==> config.mk <==
export PLATFORM = sky130hd
export DESIGN_NAME = uart_rx_stat
export DESIGN_NICKNAME = d
export VERILOG_FILES = /design/src/rtl/urx_pkg.sv /design/src/rtl/urx_frame.sv /design/src/rtl/urx_idle.sv /design/src/rtl/uart_rx_stat.sv
export SDC_FILE = /design/constraint.sdc
export NUM_CORES = 1
export LEC_CHECK = 0
export ABC_AREA = 1
export BUFFER_PORTS_ARGS = -buffer_cell sky130_fd_sc_hd__buf_4
export CORE_MARGIN = 8
export CORE_UTILIZATION = 40
export DETAILED_ROUTE_END_ITERATION = 10
export GPL_TIMING_DRIVEN = 0
export HOLD_SLACK_MARGIN = 0.06
export PLACE_DENSITY = 0.56
export SYNTH_ARGS = -nofsm -noshare
export SYNTH_HDL_FRONTEND = slang
export SYNTH_SLANG_ARGS = --single-unit
==> constraint.sdc <==
create_clock -name clk -period 2.9 [get_ports clk]
set_input_delay 0.435 -clock clk [delete_from_list [all_inputs] [get_ports clk]]
set_output_delay 0.435 -clock clk [all_outputs]
set_load 0.05 [all_outputs]
==> src/rtl/urx_pkg.sv <==
package urx_pkg;
  typedef enum logic [1:0] {
    FR_IDLE  = 2'd0,
    FR_START = 2'd1,
    FR_DATA  = 2'd2,
    FR_STOP  = 2'd3
  } frame_st_e;

  localparam logic [1:0] A_CTRL = 2'd0;
  localparam logic [1:0] A_STAT = 2'd1;
  localparam logic [1:0] A_DLO  = 2'd2;
  localparam logic [1:0] A_DHI  = 2'd3;

  localparam int B_CHAR9  = 0;
  localparam int B_ISTOP  = 1;
  localparam int B_STBY   = 2;
  localparam int B_FIE    = 4;
  localparam int B_IIE    = 5;
  localparam int B_OIE    = 6;
  localparam int B_NIE    = 7;
endpackage

==> src/rtl/urx_frame.sv <==
module urx_frame
  import urx_pkg::*;
#(
  parameter int OSR = 16
) (
  input  logic       clk,
  input  logic       rst_n,
  input  logic       tick,
  input  logic       rxd_s,
  input  logic       char9,
  output logic       done,
  output logic       noisy,
  output logic       busy,
  output logic [8:0] data
);
  localparam int PW = $clog2(OSR);
  localparam logic [PW-1:0] P_LAST = PW'(OSR - 1);
  localparam logic [PW-1:0] P_A    = PW'(OSR / 2 - 1);
  localparam logic [PW-1:0] P_B    = PW'(OSR / 2);
  localparam logic [PW-1:0] P_C    = PW'(OSR / 2 + 1);

  frame_st_e       state_q, state_n;
  logic [PW-1:0]   phase_q, phase_n;
  logic [3:0]      bitn_q, bitn_n;
  logic [8:0]      shreg_q, shreg_n;
  logic [1:0]      v_q, v_n;
  logic            nz_q, nz_n;
  logic            maj, dis;
  logic [3:0]      last_bit;

  assign maj      = (v_q[0] & v_q[1]) | (v_q[0] & rxd_s) | (v_q[1] & rxd_s);
  assign dis      = (v_q[0] != v_q[1]) || (v_q[1] != rxd_s);
  assign last_bit = char9 ? 4'd8 : 4'd7;
  assign busy     = (state_q != FR_IDLE);
  assign data     = char9 ? shreg_q : {1'b0, shreg_q[8:1]};
  assign noisy    = nz_q | dis;

  always_comb begin
    state_n = state_q;
    phase_n = phase_q;
    bitn_n  = bitn_q;
    shreg_n = shreg_q;
    v_n     = v_q;
    nz_n    = nz_q;
    done    = 1'b0;
    if (tick) begin
      if (state_q == FR_IDLE) begin
        if (!rxd_s) begin
          state_n = FR_START;
          phase_n = PW'(1);
          nz_n    = 1'b0;
        end
      end else begin
        phase_n = (phase_q == P_LAST) ? '0 : phase_q + PW'(1);
        if (phase_q == P_A) v_n[0] = rxd_s;
        if (phase_q == P_B) v_n[1] = rxd_s;
        unique case (state_q)
          FR_START: begin
            if (phase_q == P_C) begin
              if (maj) state_n = FR_IDLE;
              else     nz_n    = nz_q | dis;
            end else if (phase_q == P_LAST) begin
              state_n = FR_DATA;
              bitn_n  = 4'd0;
            end
          end
          FR_DATA: begin
            if (phase_q == P_C) begin
              shreg_n = {maj, shreg_q[8:1]};
              nz_n    = nz_q | dis;
            end else if (phase_q == P_LAST) begin
              if (bitn_q == last_bit) state_n = FR_STOP;
              else                    bitn_n  = bitn_q + 4'd1;
            end
          end
          FR_STOP: begin
            if (phase_q == P_C) begin
              done    = 1'b1;
              state_n = FR_IDLE;
            end
          end
          default: state_n = FR_IDLE;
        endcase
      end
    end
  end

  always_ff @(posedge clk or negedge rst_n) begin
    if (!rst_n) begin
      state_q <= FR_IDLE;
      phase_q <= '0;
      bitn_q  <= '0;
      shreg_q <= '0;
      v_q     <= 2'b11;
      nz_q    <= 1'b0;
    end else begin
      state_q <= state_n;
      phase_q <= phase_n;
      bitn_q  <= bitn_n;
      shreg_q <= shreg_n;
      v_q     <= v_n;
      nz_q    <= nz_n;
    end
  end

  AST_BIT_INDEX: assert property (@(posedge clk) disable iff (!rst_n)
    (state_q == FR_DATA) |-> (bitn_q <= 4'd8));
endmodule

==> src/rtl/urx_idle.sv <==
module urx_idle #(
  parameter int OSR = 16
) (
  input  logic clk,
  input  logic rst_n,
  input  logic tick,
  input  logic rxd_s,
  input  logic busy,
  input  logic after_stop,
  input  logic char9,
  output logic hit
);
  localparam int CW = $clog2(11 * OSR + 1);
  localparam logic [CW-1:0] THR8 = CW'(10 * OSR);
  localparam logic [CW-1:0] THR9 = CW'(11 * OSR);

  logic [CW-1:0] cnt_q, cnt_n, thr;

  assign thr = char9 ? THR9 : THR8;
  assign hit = (cnt_q >= thr);

  always_comb begin
    cnt_n = cnt_q;
    if (!rxd_s || (after_stop && busy)) cnt_n = '0;
    else if (tick && (cnt_q < thr))     cnt_n = cnt_q + CW'(1);
  end

  always_ff @(posedge clk or negedge rst_n) begin
    if (!rst_n) cnt_q <= '0;
    else        cnt_q <= cnt_n;
  end

  AST_IDLE_CNT_SAT: assert property (@(posedge clk) disable iff (!rst_n)
    cnt_q <= THR9);
endmodule

==> src/rtl/uart_rx_stat.sv <==
module uart_rx_stat
  import urx_pkg::*;
#(
  parameter int OSR         = 16,
  parameter int SYNC_STAGES = 2
) (
  input  logic       clk,
  input  logic       rst_n,
  input  logic       os_tick,
  input  logic       rxd,
  input  logic [1:0] addr,
  input  logic       wr_en,
  input  logic       rd_en,
  input  logic [7:0] wdata,
  output logic [7:0] rdata,
  output logic       rx_irq,
  output logic       err_irq
);
  logic [1:0]             rst_pipe;
  logic                   rst_s;
  logic [SYNC_STAGES-1:0] rx_pipe;
  logic                   rxd_s;

  always_ff @(posedge clk or negedge rst_n) begin
    if (!rst_n) rst_pipe <= 2'b00;
    else        rst_pipe <= {rst_pipe[0], 1'b1};
  end
  assign rst_s = rst_pipe[1];

  generate
    if (SYNC_STAGES == 1) begin : g_sync1
      always_ff @(posedge clk or negedge rst_s) begin
        if (!rst_s) rx_pipe <= '1;
        else        rx_pipe <= rxd;
      end
    end else begin : g_syncn
      always_ff @(posedge clk or negedge rst_s) begin
        if (!rst_s) rx_pipe <= '1;
        else        rx_pipe <= {rx_pipe[SYNC_STAGES-2:0], rxd};
      end
    end
  endgenerate
  assign rxd_s = rx_pipe[SYNC_STAGES-1];

  logic [7:0] ctrl_q, ctrl_n;
  logic       full_q, full_n, idle_q, idle_n, ovr_q, ovr_n, noise_q, noise_n;
  logic [8:0] data_q, data_n;
  logic       armed_q, armed_n, rearm_q, rearm_n, hit_q;
  logic       fr_done, fr_noisy, fr_busy, idle_hit;
  logic [8:0] fr_data;
  logic       stby, wr_ctrl, rd_stat, rd_data, clr;

  urx_frame #(.OSR(OSR)) u_frame (
    .clk(clk), .rst_n(rst_s), .tick(os_tick), .rxd_s(rxd_s),
    .char9(ctrl_q[B_CHAR9]), .done(fr_done), .noisy(fr_noisy),
    .busy(fr_busy), .data(fr_data)
  );

  urx_idle #(.OSR(OSR)) u_idle (
    .clk(clk), .rst_n(rst_s), .tick(os_tick), .rxd_s(rxd_s),
    .busy(fr_busy), .after_stop(ctrl_q[B_ISTOP]),
    .char9(ctrl_q[B_CHAR9]), .hit(idle_hit)
  );

  assign stby    = ctrl_q[B_STBY];
  assign wr_ctrl = wr_en && (addr == A_CTRL);
  assign rd_stat = rd_en && (addr == A_STAT);
  assign rd_data = rd_en && (addr == A_DLO);
  assign clr     = rd_data && armed_q;

  always_comb begin
    ctrl_n  = ctrl_q;
    armed_n = armed_q;
    full_n  = full_q;
    idle_n  = idle_q;
    ovr_n   = ovr_q;
    noise_n = noise_q;
    data_n  = data_q;
    rearm_n = rearm_q;
    if (wr_ctrl)                ctrl_n = wdata;
    else if (stby && idle_hit)  ctrl_n[B_STBY] = 1'b0;
    if (rd_stat)      armed_n = 1'b1;
    else if (rd_data) armed_n = 1'b0;
    if (clr) begin
      full_n  = 1'b0;
      idle_n  = 1'b0;
      ovr_n   = 1'b0;
      noise_n = 1'b0;
    end
    if (fr_done && !stby) begin
      rearm_n = 1'b1;
      if (full_n) begin
        ovr_n = 1'b1;
      end else begin
        full_n  = 1'b1;
        data_n  = fr_data;
        noise_n = noise_n | fr_noisy;
      end
    end
    if (idle_hit && !hit_q && rearm_q && !stby) begin
      idle_n  = 1'b1;
      rearm_n = 1'b0;
    end
  end

  always_ff @(posedge clk or negedge rst_s) begin
    if (!rst_s) begin
      ctrl_q  <= '0;
      armed_q <= 1'b0;
      full_q  <= 1'b0;
      idle_q  <= 1'b0;
      ovr_q   <= 1'b0;
      noise_q <= 1'b0;
      data_q  <= '0;
      rearm_q <= 1'b0;
      hit_q   <= 1'b0;
    end else begin
      ctrl_q  <= ctrl_n;
      armed_q <= armed_n;
      full_q  <= full_n;
      idle_q  <= idle_n;
      ovr_q   <= ovr_n;
      noise_q <= noise_n;
      data_q  <= data_n;
      rearm_q <= rearm_n;
      hit_q   <= idle_hit;
    end
  end

  always_comb begin
    unique case (addr)
      A_CTRL:  rdata = ctrl_q;
      A_STAT:  rdata = {4'b0000, noise_q, ovr_q, idle_q, full_q};
      A_DLO:   rdata = data_q[7:0];
      default: rdata = {7'b0000000, data_q[8]};
    endcase
  end

  assign rx_irq  = !stby && ((full_q && ctrl_q[B_FIE]) || (idle_q && ctrl_q[B_IIE]));
  assign err_irq = !stby && ((ovr_q && ctrl_q[B_OIE]) || (noise_q && ctrl_q[B_NIE]));

  AST_FULL_FROM_FRAME: assert property (@(posedge clk) disable iff (!rst_s)
    $rose(full_q) |-> $past(fr_done));
  AST_OVR_HOLDS_DATA: assert property (@(posedge clk) disable iff (!rst_s)
    (fr_done && full_q && !clr && !stby) |=> ($stable(data_q) && ovr_q));
  AST_CLR_EMPTIES: assert property (@(posedge clk) disable iff (!rst_s)
    (clr && !fr_done) |=> (!full_q && !ovr_q && !noise_q));
  AST_IDLE_AFTER_CHAR: assert property (@(posedge clk) disable iff (!rst_s)
    $rose(idle_q) |-> $past(rearm_q));
  AST_STBY_DISCARD: assert property (@(posedge clk) disable iff (!rst_s)
    (fr_done && stby) |=> $stable(data_q));
  AST_WAKE_ON_IDLE: assert property (@(posedge clk) disable iff (!rst_s)
    (stby && idle_hit && !wr_ctrl) |=> !ctrl_q[B_STBY]);
endmodule

==> results of run 1 <==
## registers in the layout, summed over array words and instances, names as in the netlist
register	flops
armed_q	1
ctrl_q	8
data_q	9
full_q	1
hit_q	1
idle_q	1
noise_q	1
ovr_q	1
rearm_q	1
rst_pipe	2
rx_pipe	2
u_frame.bitn_q	4
u_frame.nz_q	1
u_frame.phase_q	4
u_frame.shreg_q	9
u_frame.state_q	2
u_frame.v_q	2
u_idle.cnt_q	8
## per-layer routing
layer  wire length (µm)  vias up
met2               3110       49
met4                117        0
li1                   -     1305
met5                  0        -
met3                315       13
met1               3290     1162
## power by group through the flow
stage	clock network (mW)	logic, mW	registers (mW)
after floorplan	0	0.618	1.06
after global placement	0	0.795	1.09
after detailed placement	0	0.822	1.08
after CTS	0.809	0.826	1.07
after global routing	0.843	0.926	1.09
final	0.782	0.815	1.07
## cells in the final DEF (no fill, tap or decap), types with 8 or more instances in the layout
master / synthesis / layout
nand3_1: 24 / 24
clkbuf_8: 0 / 12
o21ai_0: 33 / 33
dfrtp_1: 54 / 53
nand2_1: 89 / 89
o21ai_2: 8 / 8
ha_1: 15 / 15
buf_4: 0 / 25
nor2_1: 23 / 23
a21oi_1: 19 / 19
inv_1: 61 / 61
## kinds of logic (layout without fill, tap and decap cells)
group / Yosys count / count (layout) / share of synthesized area (%)
simple gates: 154 / 154 / 21.8
compound gates: 78 / 78 / 14.9
buf+inv: 71 / 114 / 9.54
flops: 58 / 58 / 46.4
fa+ha+maj: 15 / 15 / 5.99
xor+xnor: 3 / 3 / 0.838
other cells: 1 / 1 / 0.120
mux: 1 / 1 / 0.359
## final timing paths
kind | startpoint | endpoint
worst max-delay path | ctrl_q[0] | rdata[0]
worst min-delay path | rxd | rx_pipe[0]
worst max register to register | u_frame.state_q[1] | u_idle.cnt_q[5]
worst min register to register | rst_pipe[1] | u_frame.state_q[0]
max in group asynchronous | rst_pipe[1] | u_frame.shreg_q[1]
min in group asynchronous | rst_pipe[1] | u_frame.state_q[0]
## critical path: stages (launching register included)
cell       delay (ps)
dfrtp_1           390
buf_2             250
clkbuf_1          350
nand2_1           100
o2111ai_1         110
buf_4             230
## synth_stat cells, drive strengths merged (2+ instances only)
cell type,instances
nand3,26
dfrtp,54
o221ai,2
nor2,23
nand2,96
xnor2,2
o21ai,41
a21boi,2
o21bai,2
o22ai,5
ha,15
nand4,4
dfstp,4
inv,64
nor3,3
a21oi,20
o31ai,2
buf,5
## through the flow
step / cells / util [%] / area (µm²) / hold slack [ps] / power [mW]
detailed placement: 509 / 45.4 / 3470 / 221 / 1.91
global route: 526 / 48.2 / 3690 / 184 / 2.86
floorplan: 381 / - / 3140 / 139 / 1.68
finish: 526 / 48.2 / 3690 / 207 / 2.67
CTS: 526 / 48.2 / 3690 / 186 / 2.71
global placement: 508 / 45.1 / 3450 / 218 / 1.89
## layout make-up
cell class / instances / area (µm²) / share of cell area (%)
Clock inverter: 2 / 35.0 / 0.949
Sequential cell: 58 / 1460 / 39.5
Timing Repair Buffer: 27 / 218 / 5.90
Tap cell: 102 / 128 / 3.46
Multi-Input combinational cell: 252 / 1380 / 37.4
Clock buffer: 14 / 173 / 4.68
Inverter: 65 / 249 / 6.75
Buffer: 6 / 50.0 / 1.36
## timing repair
action                                 in CTS  in global routing
setup endpoints to repair                   0                  0
hold buffers                                1                  0
endpoints found under the hold margin       2                  0
==> key figures, run 1 <==
Worst setup path
  • Arr. time, crit path: around 1800 ps
  • Critical path startpoint category: flip-flop
  • Critical path class: reg2out
  • Crit. End Element: output port
  • Reg2Reg Depth: 9
  • Worst EP required: 2470 ps
  • Crit Path Max Fanout: 10
  • R2r setup slk: a little over 1000 ps

Power
  • Switching Fraction: roughly 36%
  • Power Internal: 1.72 mW
  • Pwr Density: between 700 and 800 mW/mm²
  • Static Leak: roughly 1.8 nW
  • NetSw: 0.951 mW
  • Power share of the combinational group: a little under a third
  • Clock power share: between 20% and 30%
  • Register share of total power: 40.1%
  • VDD IR max: between 0.4 and 0.5 mV

Synthesis
  • Cells after Synth: about 380
  • Post-Syn Area: approximately 0.0031 mm²
  • Largest area contributor in the netlist: dfrtp_1
  • Synth area leaders: dfrtp_1 43%, nand2_1 11%, inv_1 7.3%
  • Net Count, Synth: 412
  • Avg Synthesized Cell Area: roughly 8.2 µm²
  • EDFF count, synth: 0
  • Synth Register Bits: 58
  • Async SR Flop Fraction: between 90% and 100%
  • Top-area cell type share of the netlist area: between 40% and 50%
  • Dominant synthesized flop cell: dfrtp_1
  • Sequential fraction of the synthesis area: 46.4%
  • Synth unique cells: 38
  • Synth warnings: 0

Route
  • TritonRoute pass-1 iters: 4
  • Vias post-DR: 2,529
  • Starting DRT DRC Count: 113
  • Via/cell ratio: 4.81
  • DRC viols: 0
  • Final wirelength: 6840 µm
  • Final ANT Viol Nets: 0
  • WL/cell: roughly 13 µm

STA
  • Worst Setup Slack, final: between 700 and 800 ps
  • Final period util: around three quarters
  • Final Max Tran Viols: 0
  • Worst Skew: around 7 ps
  • Worst slew margin: around three fifths
  • Minimum clock period: 2190 ps
  • Setup Viol. Count Final: 0
  • RSZ-0062 raised after global routing: false
  • Max Clock Freq: around 460 MHz
  • Worst slew pin tran: 617 ps
  • Hold violation count in the final report: 0
  • Setup TNS: 0 ps

Global routing
  • GR Util met3: under 10%
  • Number of global-route vias before repair: approximately 2,600
  • Total track usage: between 10% and 20%
  • First-pass GRT wire length: ~12,000 µm
  • Congestion Overflow GR: 0
  • Pin count of the biggest net entering global routing: 37
  • Met1 Usage GRT: between 10% and 20%
  • Initial antenna violation count: 0
  • Met2 Use GR: between 20% and 30%
  • Most used routing layer: met2

Clocking
  • Clock Path Buffers: 2
  • Clock slew at reported path FFs: about 60 ps
  • CTS tree: yes
  • Total CTS buffers: 9
  • Clk root buf: clkbuf_8
  • Level count of the clock H-tree: 3
  • Clk Latency, worst-skew pair: 330 ps
  • Post-CTS sizing: 0
  • Clock tree sinks: a little under 60
  • # Post-CTS Setup Buffers: 0

Place
  • Pre-CTS setup slack: 884 ps
  • Routability cong.: a little over 0.8
  • Post-DP HPWL: about 5100 µm
  • PortBufs: 25

Floorplanning
  • Site Rows: 32
  • Die height: between 100 and 150 µm
  • DIE WIDTH: roughly 100 µm
  • Io pins: 26
  • Die ar.: 0.0109 mm²
  • Initial Util: between 40% and 50%
  • Core Area: roughly 0.0076 mm²

Final layout
  • Final net count: 450
  • Layout fillers: between 700 and 800
  • Antenna Cells: 0
  • Share of cells above drive strength 1: 17.7%
  • P&R area growth vs syn: 17.7%

Outcome
  • Outcome: completed

Hold path
  • Hold Crit Class: in2reg
  • Worst hold stages: 1

Flow run
  • Max-cap violations: 0
(Power assumes the default switching activity.)
==> inputs of run 2 (changes only) <==
ABC_AREA = 0   (was 1)
PLACE_DENSITY = 0.58   (was 0.56)
clock period = 1.9 ns   (was 2.9 ns; I/O delays follow)
==> run 2 against run 1 <==
  * Clock skew increased by 8.2 ps
  * Die area decreased by 0.91%
  * Clock power rose by 83%
  * Final area is 2.4% higher
  * Worst setup slack got worse by 620 ps
  * Combinational power increased by 90%
==> key figures, run 2 <==
Place
  • PortBufs: 25 (unchanged)
  • Routability cong.: 0.804 (was 0.814)
  • Post-DP HPWL: 4520 µm (was 5080 µm)
  • Pre-CTS setup slack: -110 ps (was 884 ps)

STA
  • Worst slew pin tran: 899 ps (was 617 ps)
  • Setup Viol. Count Final: 0 (unchanged)
  • Minimum clock period: 1810 ps
  • Final Max Tran Viols: 0 (unchanged)
  • Worst slew margin: 39.8% (was 58.9%)
  • Setup TNS: 0 ps (unchanged)
  • Max Clock Freq: ~550 MHz
  • Hold_ws: 157 ps (was 207 ps)
  • RSZ-0062 raised after global routing: false (unchanged)
  • Hold violation count in the final report: 0 (unchanged)
  • Worst Skew: 15.2 ps (was 7.02 ps)
  • Final period util: a little over nine tenths
  • Worst Setup Slack, final: 88.6 ps (was 710 ps)

Route
  • Final wirelength: 6440 µm (was 6840 µm)
  • Starting DRT DRC Count: 62 (was 113)
  • Via/cell ratio: 4.99 (was 4.81)
  • DRC viols: 0 (unchanged)
  • Final ANT Viol Nets: 0 (unchanged)
  • WL/cell: 14.6 µm (was 13.0 µm)
  • TritonRoute pass-1 iters: 4 (unchanged)
  • Vias post-DR: 2,202 (was 2,529)

Synthesis
  • EDFF count, synth: 0 (unchanged)
  • Most frequent cells after synthesis: 54 x dfrtp_1, 29 x nor2_1, 24 x nand2_1 (was 89 x nand2_1, 61 x inv_1, 54 x dfrtp_1)
  • Dominant synthesized flop cell: dfrtp_1 (unchanged)
  • XOR/XNOR Fraction of Synth Area: 1.41% (was 0.838%)
  • Net Count, Synth: 324 (was 412)
  • Avg Synthesized Cell Area: 10.6 µm² (was 8.23 µm²)
  • Synth Area in Compound Gates: 11.8% (was 14.9%)
  • Synth area leaders: dfrtp_1 44%, mux2_2 6.2%, ha_1 6.1% (was dfrtp_1 43%, nand2_1 11%, inv_1 7.3%)
  • Post-synthesis adder-cell area fraction: 6.05% (was 5.99%)
  • Most frequent cell after synthesis: dfrtp_1 (was nand2_1)
  • Synth unique cells: 53 (was 38)
  • Mux share of post-synthesis cell area: 13.1% (was 0.359%)
  • Async SR Flop Fraction: 100% (unchanged)
  • Synth Register Bits: 58 (unchanged)
  • Main combinational cell family by area after synthesis: simple AND/OR/NAND/NOR gates (unchanged)
  • Cells after Synth: 293 (was 381)
  • Sequential fraction of the synthesis area: 47.0% (was 46.4%)
  • Largest area contributor in the netlist: dfrtp_1 (unchanged)
  • Top-area cell type share of the netlist area: 43.6% (was 43.1%)
  • Synth warnings: 0 (unchanged)
  • Post-Syn Area: 0.00310 mm² (was 0.00314 mm²)
  • Post-Synth Simple-Gate Area: 17.0% (was 21.8%)

Clocking
  • Total CTS buffers: 9 (unchanged)
  • Level count of the clock H-tree: 3 (unchanged)
  • Clock Path Buffers: 2 (unchanged)
  • Clk Latency, worst-skew pair: 350 ps (was 330 ps)
  • CTS tree: yes (unchanged)
  • Clk root buf: clkbuf_8 (unchanged)
  • Clock tree sinks: 58 (unchanged)
  • Clock slew at reported path FFs: 70 ps (was 60 ps)

Floorplanning
  • Initial Util: 40.8% (was 41.0%)
  • Die height: 104 µm (was 105 µm)
  • DIE WIDTH: 104 µm (was 105 µm)
  • Die ar.: 0.0108 mm² (was 0.0109 mm²)
  • Core Area: 0.00761 mm² (was 0.00765 mm²)
  • Site Rows: 32 (unchanged)
  • Io pins: 26 (unchanged)

Hold path
  • Hold Path End: ctrl_q[2] (was rx_pipe[0])
  • Worst hold stages: 3 (was 1)
  • Worst Hold Launch: wdata[2] (was rxd)
  • Hold Crit Class: in2reg (unchanged)

Worst setup path
  • Slowest CP cell: dfrtp_1 (unchanged)
  • Arr. time, crit path: 2060 ps (was 1750 ps)
  • Crit Path Max Fanout: 10 (unchanged)
  • Reg2Reg Depth: 8 (was 9)
  • Worst R2R Start: u_frame.state_q[1] (unchanged)
  • Critical path startpoint category: flip-flop (unchanged)
  • Launch point of the worst path: u_frame.state_q[1] (was ctrl_q[0])
  • CP max stage delay: 350 ps (was 390 ps)
  • Critical path class: reg2reg (was reg2out)
  • R2r setup slk: 90 ps (was 1010 ps)
  • CP Cell Sequence: inv_1, ha_2, buf_4, a21bo_4, a211oi_4, o21ai_1, and2_1, a311oi_2 (was buf_2, clkbuf_1, nand2_1, o2111ai_1, buf_4)
  • Reg2Reg Capture Point: u_frame.state_q[0] (was u_idle.cnt_q[5])
  • Worst EP required: 2150 ps (was 2470 ps)
  • Crit. End Element: flip-flop (was output port)

Outcome
  • Outcome: completed (unchanged)

Global routing
  • Pin count of the biggest net entering global routing: 40 (was 37)
  • Total track usage: 12.4% (was 13.4%)
  • First-pass GRT wire length: 10,900 µm (was 12,000 µm)
  • Number of global-route vias before repair: 2,227 (was 2,566)
  • Initial antenna violation count: 0 (unchanged)
  • Congestion Overflow GR: 0 (unchanged)

Power
  • Pwr Density: 1250 mW/mm² (was 723 mW/mm²)
  • VDD IR max: 0.433 mV (was 0.434 mV)
  • Static Leak: 1.74 nW (was 1.76 nW)
  • Power Total: 4.71 mW (was 2.67 mW)

Final layout
  • Most common cell after layout, fill and taps aside: dfrtp_1 (was nand2_1)
  • Share of cells above drive strength 1: 27.7% (was 17.7%)
  • P&R area growth vs syn: 21.8% (was 17.7%)
  • Most frequent cells in the layout: 52 x dfrtp_1, 29 x nor2_1, 29 x buf_4 (was 89 x nand2_1, 61 x inv_1, 53 x dfrtp_1)
  • Core Util, Final: 49.7% (was 48.2%)
  • Antenna Cells: 0 (unchanged)
  • Final net count: 365 (was 450)
  • Layout fillers: 720 (was 747)
  • Top Registers: data_q (9), u_frame.shreg_q (9) (unchanged)

Flow run
  • Max-cap violations: 0 (unchanged)
## run 2: changes by cell type after synthesis, moves of 5 or more
cell	before	now
nand2_1	89	24
inv_1	61	13
mux2i_1	0	18
o21ai_0	33	16
mux2_2	1	17
nand3_1	24	10
nor2b_1	0	7
o21ai_2	8	1
a21oi_1	19	13
nor2_1	23	29
nand2_2	6	1
## run 2: worst max-delay path by stage
stage / endpoint / slack (ps)
final: u_frame.state_q[0] / 90
after global routing: u_frame.state_q[0] / 10
after CTS: u_frame.state_q[0] / 2
after detailed placement: u_frame.state_q[0] / -110
after global placement: u_frame.bitn_q[2] / -580
after floorplan: u_frame.state_q[0] / 120
## run 2: power breakdown
group | leakage [nW] | internal (mW) | switching (mW)
logic | 0.886 | 0.665 | 0.881
registers | 0.732 | 1.52 | 0.210
clock network | 0.124 | 0.882 | 0.549
## run 2: kinds of logic after synthesis
logic type               Yosys count
AO/OA/AOI/OAI                     55
XOR/XNOR                           5
adder cells (fa/ha/maj)           15
buffers and inverters             23
flip-flops                        58
multiplexers                      37
other                              1
AND/OR/NAND/NOR                   99
## run 2: per-stage QoR
step | area [µm²] | cells
3_3_place_gp | 3420 | 420
2_1_floorplan | 3100 | 293
4_1_cts | 3730 | 441
5_1_grt | 3780 | 441
3_5_place_dp | 3440 | 421
6_report | 3780 | 441
## run 2: worst max-delay path: cells and delay by family, from the launching register on
family | cells | cell delay, ps
DFF | 1 | 350
buffers and inverters | 2 | 270
AOI/OAI and AO/OA | 4 | 720
and+or+nand+nor | 1 | 170
adders and majority gates | 1 | 200
## run 2: layout make-up
type	count	area, µm²	share of cell area (%)
clock inverters	7	125	3.31
multi-input cells	212	1580	41.9
inverters	13	48.8	1.29
repair buffers	31	250	6.62
well taps	102	128	3.38
flip-flops and latches	58	1460	38.6
plain buffers	9	61.3	1.62
clock buffers	9	124	3.28
## run 2: routing by layer
layer | track usage (%) | up-vias | wire length, µm | part of all wire (%)
met3 | 3.16 | 11 | 229 | 3.6
met1 | 16.0 | 1054 | 3220 | 50
met2 | 18.7 | 28 | 2880 | 45
met4 | 6.20 | 0 | 119 | 1.8
met5 | 0 | - | 0 | 0
li1 | - | 1109 | - | -
## run 2: timing repair
action,in CTS,in global routing
hold endpoints to repair,3,0
pin swaps,1,0
endpoints found under the setup margin,27,22
hold buffers,2,0
resized for setup,3,13
buffers inserted,3,0
